<file path="config.mk">
export PLATFORM = sky130hd
export DESIGN_NAME = vlset_unit
export DESIGN_NICKNAME = d
export VERILOG_FILES = /design/src/rtl/vlset_pkg.sv /design/src/rtl/vlset_decode.sv /design/src/rtl/vlset_select.sv /design/src/rtl/vlset_wb.sv /design/src/rtl/vlset_unit.sv
export SDC_FILE = /design/constraint.sdc
export NUM_CORES = 1
export LEC_CHECK = 0
export CORE_MARGIN = 5
export CORE_UTILIZATION = 33
export DETAILED_ROUTE_END_ITERATION = 8
export GPL_ROUTABILITY_DRIVEN = 0
export PLACE_DENSITY = 0.89
export SETUP_SLACK_MARGIN = 0.02
export SYNTH_ARGS = -nofsm -noshare
export SYNTH_HDL_FRONTEND = slang
export SYNTH_SLANG_ARGS = --single-unit
</file>
<file path="constraint.sdc">
create_clock -name clk -period 10 [get_ports clk]
set_clock_uncertainty 0.2 [all_clocks]
set_input_delay 1.5 -clock clk [delete_from_list [all_inputs] [get_ports clk]]
set_output_delay 1.5 -clock clk [all_outputs]
set_load 0.02 [all_outputs]
</file>
<file path="src/rtl/vlset_pkg.sv">
package vlset_pkg;

    localparam int INSN_W     = 32;
    localparam int RIDX_W     = 5;
    localparam int IMM_W      = 7;
    localparam int OPC_W      = 6;
    localparam int CR_W       = 4;
    localparam logic [OPC_W-1:0] OPC_VLSET = 6'd19;

    // source of the candidate vector length
    typedef enum logic [1:0] {
        VSRC_HELD = 2'd0,
        VSRC_IMM  = 2'd1,
        VSRC_GPR  = 2'd2
    } vl_src_e;

    // write-back state held for the cycle after a strobe
    typedef enum logic [2:0] {
        WB_IDLE       = 3'd0,
        WB_SPR        = 3'd1,
        WB_SPR_GPR    = 3'd2,
        WB_SPR_GPR_CR = 3'd3,
        WB_ILLEGAL    = 3'd4
    } wb_state_e;

    typedef struct packed {
        logic [RIDX_W-1:0] rt;
        logic [RIDX_W-1:0] ra;
        logic [IMM_W-1:0]  imm;
        logic              vs;
        logic              ms;
        logic              rc;
    } vlset_fields_t;

    // big-endian bit index to little-endian vector index
    function automatic int be2le(input int width, input int be_bit);
        return width - 1 - be_bit;
    endfunction

endpackage

</file>
<file path="src/rtl/vlset_decode.sv">
module vlset_decode
    import vlset_pkg::*;
#(
    parameter int W = INSN_W
) (
    input  logic [W-1:0]  insn,
    output logic          opc_ok,
    output vlset_fields_t fld,
    output vl_src_e       vl_src
);

    // field boundaries in big-endian numbering
    localparam int OPC_HI = be2le(W, 0);
    localparam int OPC_LO = be2le(W, 5);
    localparam int RT_HI  = be2le(W, 6);
    localparam int RT_LO  = be2le(W, 10);
    localparam int RA_HI  = be2le(W, 11);
    localparam int RA_LO  = be2le(W, 15);
    localparam int IMM_HI = be2le(W, 16);
    localparam int IMM_LO = be2le(W, 22);
    localparam int VS_BIT = be2le(W, 24);
    localparam int MS_BIT = be2le(W, 25);
    localparam int RC_BIT = be2le(W, 31);

    logic ra_zero;

    always_comb begin
        opc_ok  = (insn[OPC_HI:OPC_LO] == OPC_VLSET);
        fld.rt  = insn[RT_HI:RT_LO];
        fld.ra  = insn[RA_HI:RA_LO];
        fld.imm = insn[IMM_HI:IMM_LO];
        fld.vs  = insn[VS_BIT];
        fld.ms  = insn[MS_BIT];
        fld.rc  = insn[RC_BIT];
        ra_zero = (fld.ra == '0);
    end

    // candidate source: mode flag and zero-ness of the index together
    always_comb begin
        unique case ({fld.vs, ra_zero})
            2'b11:   vl_src = VSRC_HELD;
            2'b10:   vl_src = VSRC_IMM;
            2'b00:   vl_src = VSRC_GPR;
            default: vl_src = VSRC_HELD;
        endcase
    end

    always_comb begin
        // an immediate source always comes with a nonzero index
        assert (!(vl_src == VSRC_IMM && ra_zero)) else $error("p_imm_src_r4");
        // a register source always comes with a nonzero index
        assert (!(vl_src == VSRC_GPR && ra_zero)) else $error("p_gpr_src_r5");
    end

endmodule

</file>
<file path="src/rtl/vlset_select.sv">
module vlset_select
    import vlset_pkg::*;
#(
    parameter int XLEN = 64,
    parameter int VLW  = IMM_W
) (
    input  vl_src_e          vl_src,
    input  logic             ms,
    input  logic [VLW-1:0]   imm,
    input  logic [VLW-1:0]   cur_vl,
    input  logic [VLW-1:0]   cur_mvl,
    input  logic [XLEN-1:0]  gpr_val,
    output logic [VLW-1:0]   new_vl,
    output logic [VLW-1:0]   new_mvl
);

    localparam int PAD = XLEN - VLW;

    logic [XLEN-1:0] cand;
    logic [XLEN-1:0] mvl_wide;
    logic            cand_below;

    always_comb begin
        unique case (vl_src)
            VSRC_IMM:  cand = {{PAD{1'b0}}, imm};
            VSRC_GPR:  cand = gpr_val;
            default:   cand = {{PAD{1'b0}}, cur_vl};
        endcase
    end

    always_comb begin
        new_mvl    = ms ? imm : cur_mvl;
        mvl_wide   = {{PAD{1'b0}}, new_mvl};
        // full-width unsigned compare
        cand_below = (cand < mvl_wide);
        new_vl     = cand_below ? cand[VLW-1:0] : new_mvl;
    end

endmodule

</file>
<file path="src/rtl/vlset_wb.sv">
module vlset_wb
    import vlset_pkg::*;
#(
    parameter int XLEN = 64,
    parameter int VLW  = IMM_W
) (
    input  logic              clk,
    input  logic              rst,
    input  logic              valid,
    input  logic              opc_ok,
    input  logic [RIDX_W-1:0] rt,
    input  logic              rc,
    input  logic              so,
    input  logic [VLW-1:0]    new_vl,
    input  logic [VLW-1:0]    new_mvl,
    output logic [VLW-1:0]    vl_q,
    output logic [VLW-1:0]    mvl_q,
    output logic              gpr_we,
    output logic [RIDX_W-1:0] gpr_waddr,
    output logic [XLEN-1:0]   gpr_wdata,
    output logic              cr_we,
    output logic [CR_W-1:0]   cr_field,
    output logic              illegal
);

    wb_state_e         state_q, state_d;
    logic [RIDX_W-1:0] rt_q;
    logic              so_q;
    logic              commit;

    // next state from strobe and decode
    always_comb begin
        if (!valid)            state_d = WB_IDLE;
        else if (!opc_ok)      state_d = WB_ILLEGAL;
        else if (rt == '0)     state_d = WB_SPR;
        else if (rc)           state_d = WB_SPR_GPR_CR;
        else                   state_d = WB_SPR_GPR;
        commit = (state_d == WB_SPR) || (state_d == WB_SPR_GPR) ||
                 (state_d == WB_SPR_GPR_CR);
    end

    // state and data registers
    always_ff @(posedge clk) begin
        if (rst) begin
            state_q <= WB_IDLE;
            vl_q    <= '0;
            mvl_q   <= '0;
            rt_q    <= '0;
            so_q    <= 1'b0;
        end else begin
            state_q <= state_d;
            if (commit) begin
                vl_q  <= new_vl;
                mvl_q <= new_mvl;
                rt_q  <= rt;
                so_q  <= so;
            end
        end
    end

    // outputs decoded from the held state
    always_comb begin
        gpr_we  = 1'b0;
        cr_we   = 1'b0;
        illegal = 1'b0;
        unique case (state_q)
            WB_IDLE:       ;
            WB_SPR:        ;
            WB_SPR_GPR:    gpr_we = 1'b1;
            WB_SPR_GPR_CR: begin
                gpr_we = 1'b1;
                cr_we  = 1'b1;
            end
            WB_ILLEGAL:    illegal = 1'b1;
            default:       ;
        endcase
        gpr_waddr = rt_q;
        gpr_wdata = {{(XLEN-VLW){1'b0}}, vl_q};
        cr_field  = {1'b0, (vl_q != '0), (vl_q == '0), so_q};
    end

    // the held length never exceeds the held maximum
    p_clamp_r8: assert property (@(posedge clk) disable iff (rst)
        vl_q <= mvl_q);

    // a register write never targets index zero
    p_rt_nonzero_r9: assert property (@(posedge clk) disable iff (rst)
        gpr_we |-> (gpr_waddr != '0));

    // condition write rides on a register write, LT clear, GT/EQ exclusive
    p_cr_field_r10: assert property (@(posedge clk) disable iff (rst)
        cr_we |-> (gpr_we && !cr_field[3] && (cr_field[2] != cr_field[1])));

    // idle or illegal cycles leave the length registers untouched
    p_idle_hold_r11: assert property (@(posedge clk) disable iff (rst)
        (state_q == WB_IDLE || state_q == WB_ILLEGAL) |->
            ($stable(vl_q) && $stable(mvl_q)));

endmodule

</file>
<file path="src/rtl/vlset_unit.sv">
module vlset_unit
    import vlset_pkg::*;
#(
    parameter int XLEN = 64,
    parameter int VLW  = IMM_W
) (
    input  logic              clk,
    input  logic              rst,
    input  logic              valid_i,
    input  logic [31:0]       insn_i,
    input  logic              so_i,
    output logic [RIDX_W-1:0] ra_addr_o,
    input  logic [XLEN-1:0]   ra_data_i,
    output logic [VLW-1:0]    vl_o,
    output logic [VLW-1:0]    mvl_o,
    output logic              gpr_we_o,
    output logic [RIDX_W-1:0] gpr_waddr_o,
    output logic [XLEN-1:0]   gpr_wdata_o,
    output logic              cr_we_o,
    output logic [CR_W-1:0]   cr_field_o,
    output logic              illegal_o
);

    logic          opc_ok;
    vlset_fields_t fld;
    vl_src_e       vl_src;
    logic [VLW-1:0] new_vl, new_mvl;

    vlset_decode #(.W(INSN_W)) u_dec (
        .insn   (insn_i),
        .opc_ok (opc_ok),
        .fld    (fld),
        .vl_src (vl_src)
    );

    assign ra_addr_o = fld.ra;

    vlset_select #(.XLEN(XLEN), .VLW(VLW)) u_sel (
        .vl_src  (vl_src),
        .ms      (fld.ms),
        .imm     (fld.imm),
        .cur_vl  (vl_o),
        .cur_mvl (mvl_o),
        .gpr_val (ra_data_i),
        .new_vl  (new_vl),
        .new_mvl (new_mvl)
    );

    vlset_wb #(.XLEN(XLEN), .VLW(VLW)) u_wb (
        .clk       (clk),
        .rst       (rst),
        .valid     (valid_i),
        .opc_ok    (opc_ok),
        .rt        (fld.rt),
        .rc        (fld.rc),
        .so        (so_i),
        .new_vl    (new_vl),
        .new_mvl   (new_mvl),
        .vl_q      (vl_o),
        .mvl_q     (mvl_o),
        .gpr_we    (gpr_we_o),
        .gpr_waddr (gpr_waddr_o),
        .gpr_wdata (gpr_wdata_o),
        .cr_we     (cr_we_o),
        .cr_field  (cr_field_o),
        .illegal   (illegal_o)
    );

    // a strobed foreign opcode raises the illegal pulse next cycle
    p_bad_opc_r1: assert property (@(posedge clk) disable iff (rst)
        ($past(!rst) && $past(valid_i) && $past(insn_i[31:26]) != OPC_VLSET)
            |-> illegal_o);

    // an illegal cycle writes nothing and keeps the lengths
    p_illegal_quiet_r1: assert property (@(posedge clk) disable iff (rst)
        illegal_o |-> (!gpr_we_o && !cr_we_o && $stable(vl_o) && $stable(mvl_o)));

    // no pulse appears without a preceding strobe
    p_no_strobe_r11: assert property (@(posedge clk) disable iff (rst)
        !$past(valid_i) |-> (!gpr_we_o && !cr_we_o && !illegal_o));

endmodule

</file>
Yosys cells after proc, flatten, opt, wreduce, memory -nomap -nowiden
Index checks and enable logic that the tools add are counted.
Operators by class
  magnitude comparators: 1
  equal/unequal tests: 10
  mux-type cells: 11
  reduce and logical (&&, ||, !) cells: 8
Operators by type and width (count)
  $pmux 64 s2: 1
  $lt 64x7->1: 1
  $mux 7: 2
  $eq 3x2->1 const B: 4
  $logic_not 5->1: 2
  $mux 3: 3
  $logic_not 7->1: 1
  $reduce_bool 7->1: 1
  $eq 6x5->1 const B: 1
  $eq 2x2->1 const B: 2
  $mux 1: 4
  $pmux 2 s2: 1
  $eq 3x1->1 const B: 1
  $eq 3x3->1 const B: 1
  $eq 2x1->1 const B: 1
  $logic_not 2->1: 1
  $logic_or 1x1->1: 2
  $reduce_or 2->1: 1
Storage, ports and cells
  flip-flop bits (word level): 23
  bits of input ports: 100
  output and inout port bits: 95
  logic and storage cells: 35

Depth between registers and ports, before layout
  depth after elaboration: 7
  mapped depth: 13

By module
A second synthesis with hierarchy kept.
Second synthesis, totals
  cell total of the unflattened synthesis: 286
  area total of the unflattened synthesis: 2321.0 um^2
By module, submodules not included
  vlset_wb: times used 1, cells each 176, area each 1514.0 um^2
  vlset_select: times used 1, cells each 84, area each 613.1 um^2
  vlset_decode: times used 1, cells each 26, area each 193.9 um^2

Worst setup path after synthesis
OpenSTA, ideal clock, no wires.
  kind: input to register
  start: input port insn_i[16]
  end: register u_wb.vl_q[0]
  setup time: 0.086 ns
  arrival: 4.082 ns
  required time: 9.714 ns
  slack: 5.632 ns
  stages on the path: 11
  path buffers: 1
  cell sequence: nor4_2 > and2_4 > clkbuf_1 > nand2_1 > o21ai_1 > ha_1 > a2111oi_0 > o21ai_0 > a221oi_2 > mux2_1 > a211oi_1
On the way
  word-level cells in the longest chain between the ends: 7
  elaborated cells between the ends (all ways): 9
  those cells by class: 1 x order compare; 3 x eq/ne; 3 x mux; 2 x reduce/logical
Ends and longest elaborated chain
  start: declaration: RTL line vlset_unit.sv:10  | input logic [31:0] insn_i,
  $logic_not 5->1 *: RTL line vlset_decode.sv:35  | ra_zero = (fld.ra == '0);
  $eq 2x2->1 / $logic_not 2->1 (equally long branches): RTL line vlset_decode.sv:40  | unique case ({fld.vs, ra_zero})
  $pmux 2 s2 *: RTL line vlset_decode.sv:40
  $eq 2x2->1 / $eq 2x1->1 (equally long branches): RTL line vlset_select.sv:24  | unique case (vl_src)
  $pmux 64 s2 *: RTL line vlset_select.sv:24
  $lt 64x7->1: RTL line vlset_select.sv:35  | cand_below = (cand < mvl_wide);
  $mux 7 *: RTL line vlset_select.sv:36  | new_vl = cand_below ? cand[VLW-1:0] : new_mvl;
  end signal: assignment: RTL line vlset_wb.sv:53  | vl_q <= new_vl;
  end: declaration: RTL line vlset_wb.sv:16  | output logic [VLW-1:0] vl_q,
Mark *: on every way between the ends. The rest lies on a longest branch, timed or not.
A chain may end at the register's enable or synchronous reset.

Final worst setup path
Same ends and word-level chain as after synthesis.

==> results.py <==
metrics = {
    "synthesis": {
        "synthFlopType": "dfxtp_1",
        "synth.avg_cell_area_sq_um": 8.12,
        "yosys.area.top_type": "buf_4",
        "synth_top_area_frac": 0.272,
        "ys_seq_area_frac": 0.229,
        "synth.distinct_cells": 43,
        "synth-edff-count": 0,
        "yosys_warnings": 0,
        "synthArstFlopShare": 0,
        "synth_seq_cells": 23,
        "synth_area_sq_um": 2010,
        "synth.area.top_cells": "buf_4 (27%), dfxtp_1 (23%), mux2i_1 (6.5%)",
        "synthCells": 248,
    },
    "clock_network": {
        "clock_latency_ns": 0.27,
        "clk_pin_slew_ns": 0.08,
        "cts_resized": 0,
        "clk_path_buf_depth": 2,
        "htreeDepth": 1,
        "cts-root-buf": "clkbuf_8",
        "cts_sinks": 23,
        "cts_buffers": 3,
        "post_cts_buffers": 0,
        "ctsHoldBuffers": 0,
        "tritoncts": "yes",
    },
    "setup_path": {
        "rr_endpoint": "u_wb.vl_q[0]",
        "r2r_start": "u_wb.mvl_q[3]",
        "rrSetupSlack_ns": 6.76,
        "path_cells": "clkdlybuf4s50_1 > nor4_2 > and2_4 > nand2_1 > o21ai_1 > ha_1 > a2111oi_0 > o21ai_0 > a221oi_2 > mux2_1 > a211oi_1",
        "cp-end-kind": "register",
        "critical_path_peak_fanout": 13,
        "path_class": "input port to register",
        "critPathArrivalTime_ns": 5.19,
        "worstPathRequired_ns": 9.97,
        "r2r_cells": 7,
        "start_kind": "input port",
        "critPathSlowestCell": "a221oi_2",
        "crit_path_max_incr_delay_ns": 0.78,
    },
    "power_and_ir_drop": {
        "peakVddDrop_mv": 0.0456,
        "powerDensity_nw_per_um2": 78.7,
        "leakage_uw": 0.00118,
    },
    "cells_and_area": {
        "fill_cells": 564,
        "postLayoutCellArea_sq_um": 3070,
        "final_cell_mix": "clkdlybuf4s50_1 (130), conb_1 (58), dfxtp_1 (23)",
        "layout.nets": 466,
        "drive_gt1_frac": 0.0390,
        "final_common_cell": "clkdlybuf4s50_1",
        "syn_to_final_growth_pct": 52.6,
        "n_antenna_cell": 0,
    },
    "routing": {
        "drt_iter0_drc": 54,
        "drc": 0,
        "via_count": 1987,
        "wire_per_inst_um": 15.0,
        "vias_per_cell": 4.58,
        "firstDrtPassIters": 4,
        "wl_um": 6510,
        "antenna_left": 0,
    },
    "min_path": {
        "min_path_cells": 2,
        "hp-start": "u_wb.gpr_waddr[2]",
        "hold_path_end": "u_wb.gpr_waddr[2]",
        "hold_path.class": "register to register",
    },
    "sta": {
        "relSlewSlack": 0.342,
        "drv_slew": 0,
        "fin_setup_tns_ns": 0,
        "setup_viol": 0,
        "worst_slew_pin_slew_ns": 0.987,
        "max_freq_mhz": 192,
        "rsz0062_at_grt": "no",
        "holdWs_ns": 0.255,
        "worst_slack_ns": 4.78,
        "finalCritPeriodShare": 0.522,
        "period_minus_slack_ns": 5.22,
        "timing_hold_violations_final": 0,
    },
    "die": {
        "start_util": 0.340,
        "core_area_sq_um": 5920,
        "row_count": 28,
        "dieHeight_um": 88.1,
        "die_w_um": 88.1,
        "io_pins": 195,
        "dieArea_sq_um": 7760,
    },
    "grt": {
        "grt_start_max_net_pins": 29,
        "track_usage": 0.153,
        "grt_pass1_vias": 1955,
        "grt-ovfl-total": 0,
        "antenna_found_initial": 0,
        "grt_pass1_wl_um": 9370,
    },
    "placement": {
        "io_buffers": 130,
        "pre_cts_ws_ns": 4.57,
        "dpl_cell_area_sq_um": 3030,
        "post-dp-hpwl_um": 5500,
    },
    "run_status": {
        "outcome": "complete, no violations",
    },
    "run": {
        "drv_cap": 0,
    },
}
==> registers in the layout, summed over array words and instances, names as in the netlist <==
register	flops
u_wb.gpr_waddr	5
u_wb.mvl_q	7
u_wb.vl_q	7
u_wb.state_q	3
u_wb.so_q	1
==> cell families (layout without fill, tap and decap cells) <==
group / count (synthesis) / after routing / synth area share
and+or+nand+nor: 76 / 76 / 0.206
adders and majority gates: 6 / 6 / 0.0373
AOI/OAI and AO/OA: 42 / 42 / 0.145
buffers and inverters: 85 / 139 / 0.305
muxes: 15 / 15 / 0.0758
DFF: 23 / 23 / 0.229
other: 1 / 58 / 0.00186
==> per-layer routing <==
layer	share of wire	vias up	wire (um)	GRT usage
met5	0	-	0	0
met4	0.012	0	81	0.0288
met3	0.10	10	670	0.0480
met2	0.51	107	3290	0.276
met1	0.38	898	2470	0.180
li1	-	972	-	-
==> worst max-delay path: cells and delay by family <==
kind	cells	cell delay (ns)
AO/OA/AOI/OAI	5	1.78
buffers and inverters	1	0.44
multiplexers	1	0.38
adder cells (fa/ha/maj)	1	0.27
AND/OR/NAND/NOR	3	0.81
==> area by class of cell <==
cell class | count | area (sq um) | share of cell area
multi-input cells | 197 | 1150 | 0.375
clock buffers | 4 | 45.0 | 0.0147
repair buffers | 130 | 1300 | 0.423
inverters | 5 | 18.8 | 0.00611
well taps | 75 | 93.8 | 0.0305
flip-flops and latches | 23 | 460 | 0.150
==> how the worst max path moves through the flow <==
stage                     from           end  slack, ns  cells past startpoint
floorplan           insn_i[16]  u_wb.vl_q[0]       5.63                     11
global placement    insn_i[16]  u_wb.vl_q[0]       4.72                     11
detailed placement  insn_i[16]  u_wb.vl_q[0]       4.57                     11
CTS                 insn_i[16]  u_wb.vl_q[0]       4.84                     11
global route        insn_i[16]  u_wb.vl_q[0]       4.51                     11
finish              insn_i[16]  u_wb.vl_q[0]       4.78                     11
==> per-stage QoR <==
step	util	power, uW	instances
floorplan	-	157	305
detailed placement	0.511	184	430
finish	0.519	242	434
CTS	0.519	245	434
global placement	0.511	183	430
global route	0.519	255	434
==> power by group <==
group	switching (uW)	internal (uW)
logic	45.2	45.4
registers	0.492	92.2
clock network	30.1	28.5
==> synthesized netlist by cell type, drive strengths merged (2+ instances only) <==
cell type  number
nand2          20
ha              6
mux2i          13
nor4           15
inv             5
buf            76
o21ai           8
or2             3
and2            3
nor3            2
a221oi          2
nand4           3
mux2            2
nand3           2
a211oi         10
clkbuf          4
nor2           16
a21oi          11
nor3b           6
dfxtp          23
o31ai           4
a31oi           3
or4             2
Power figures use the tool's default switching activity.
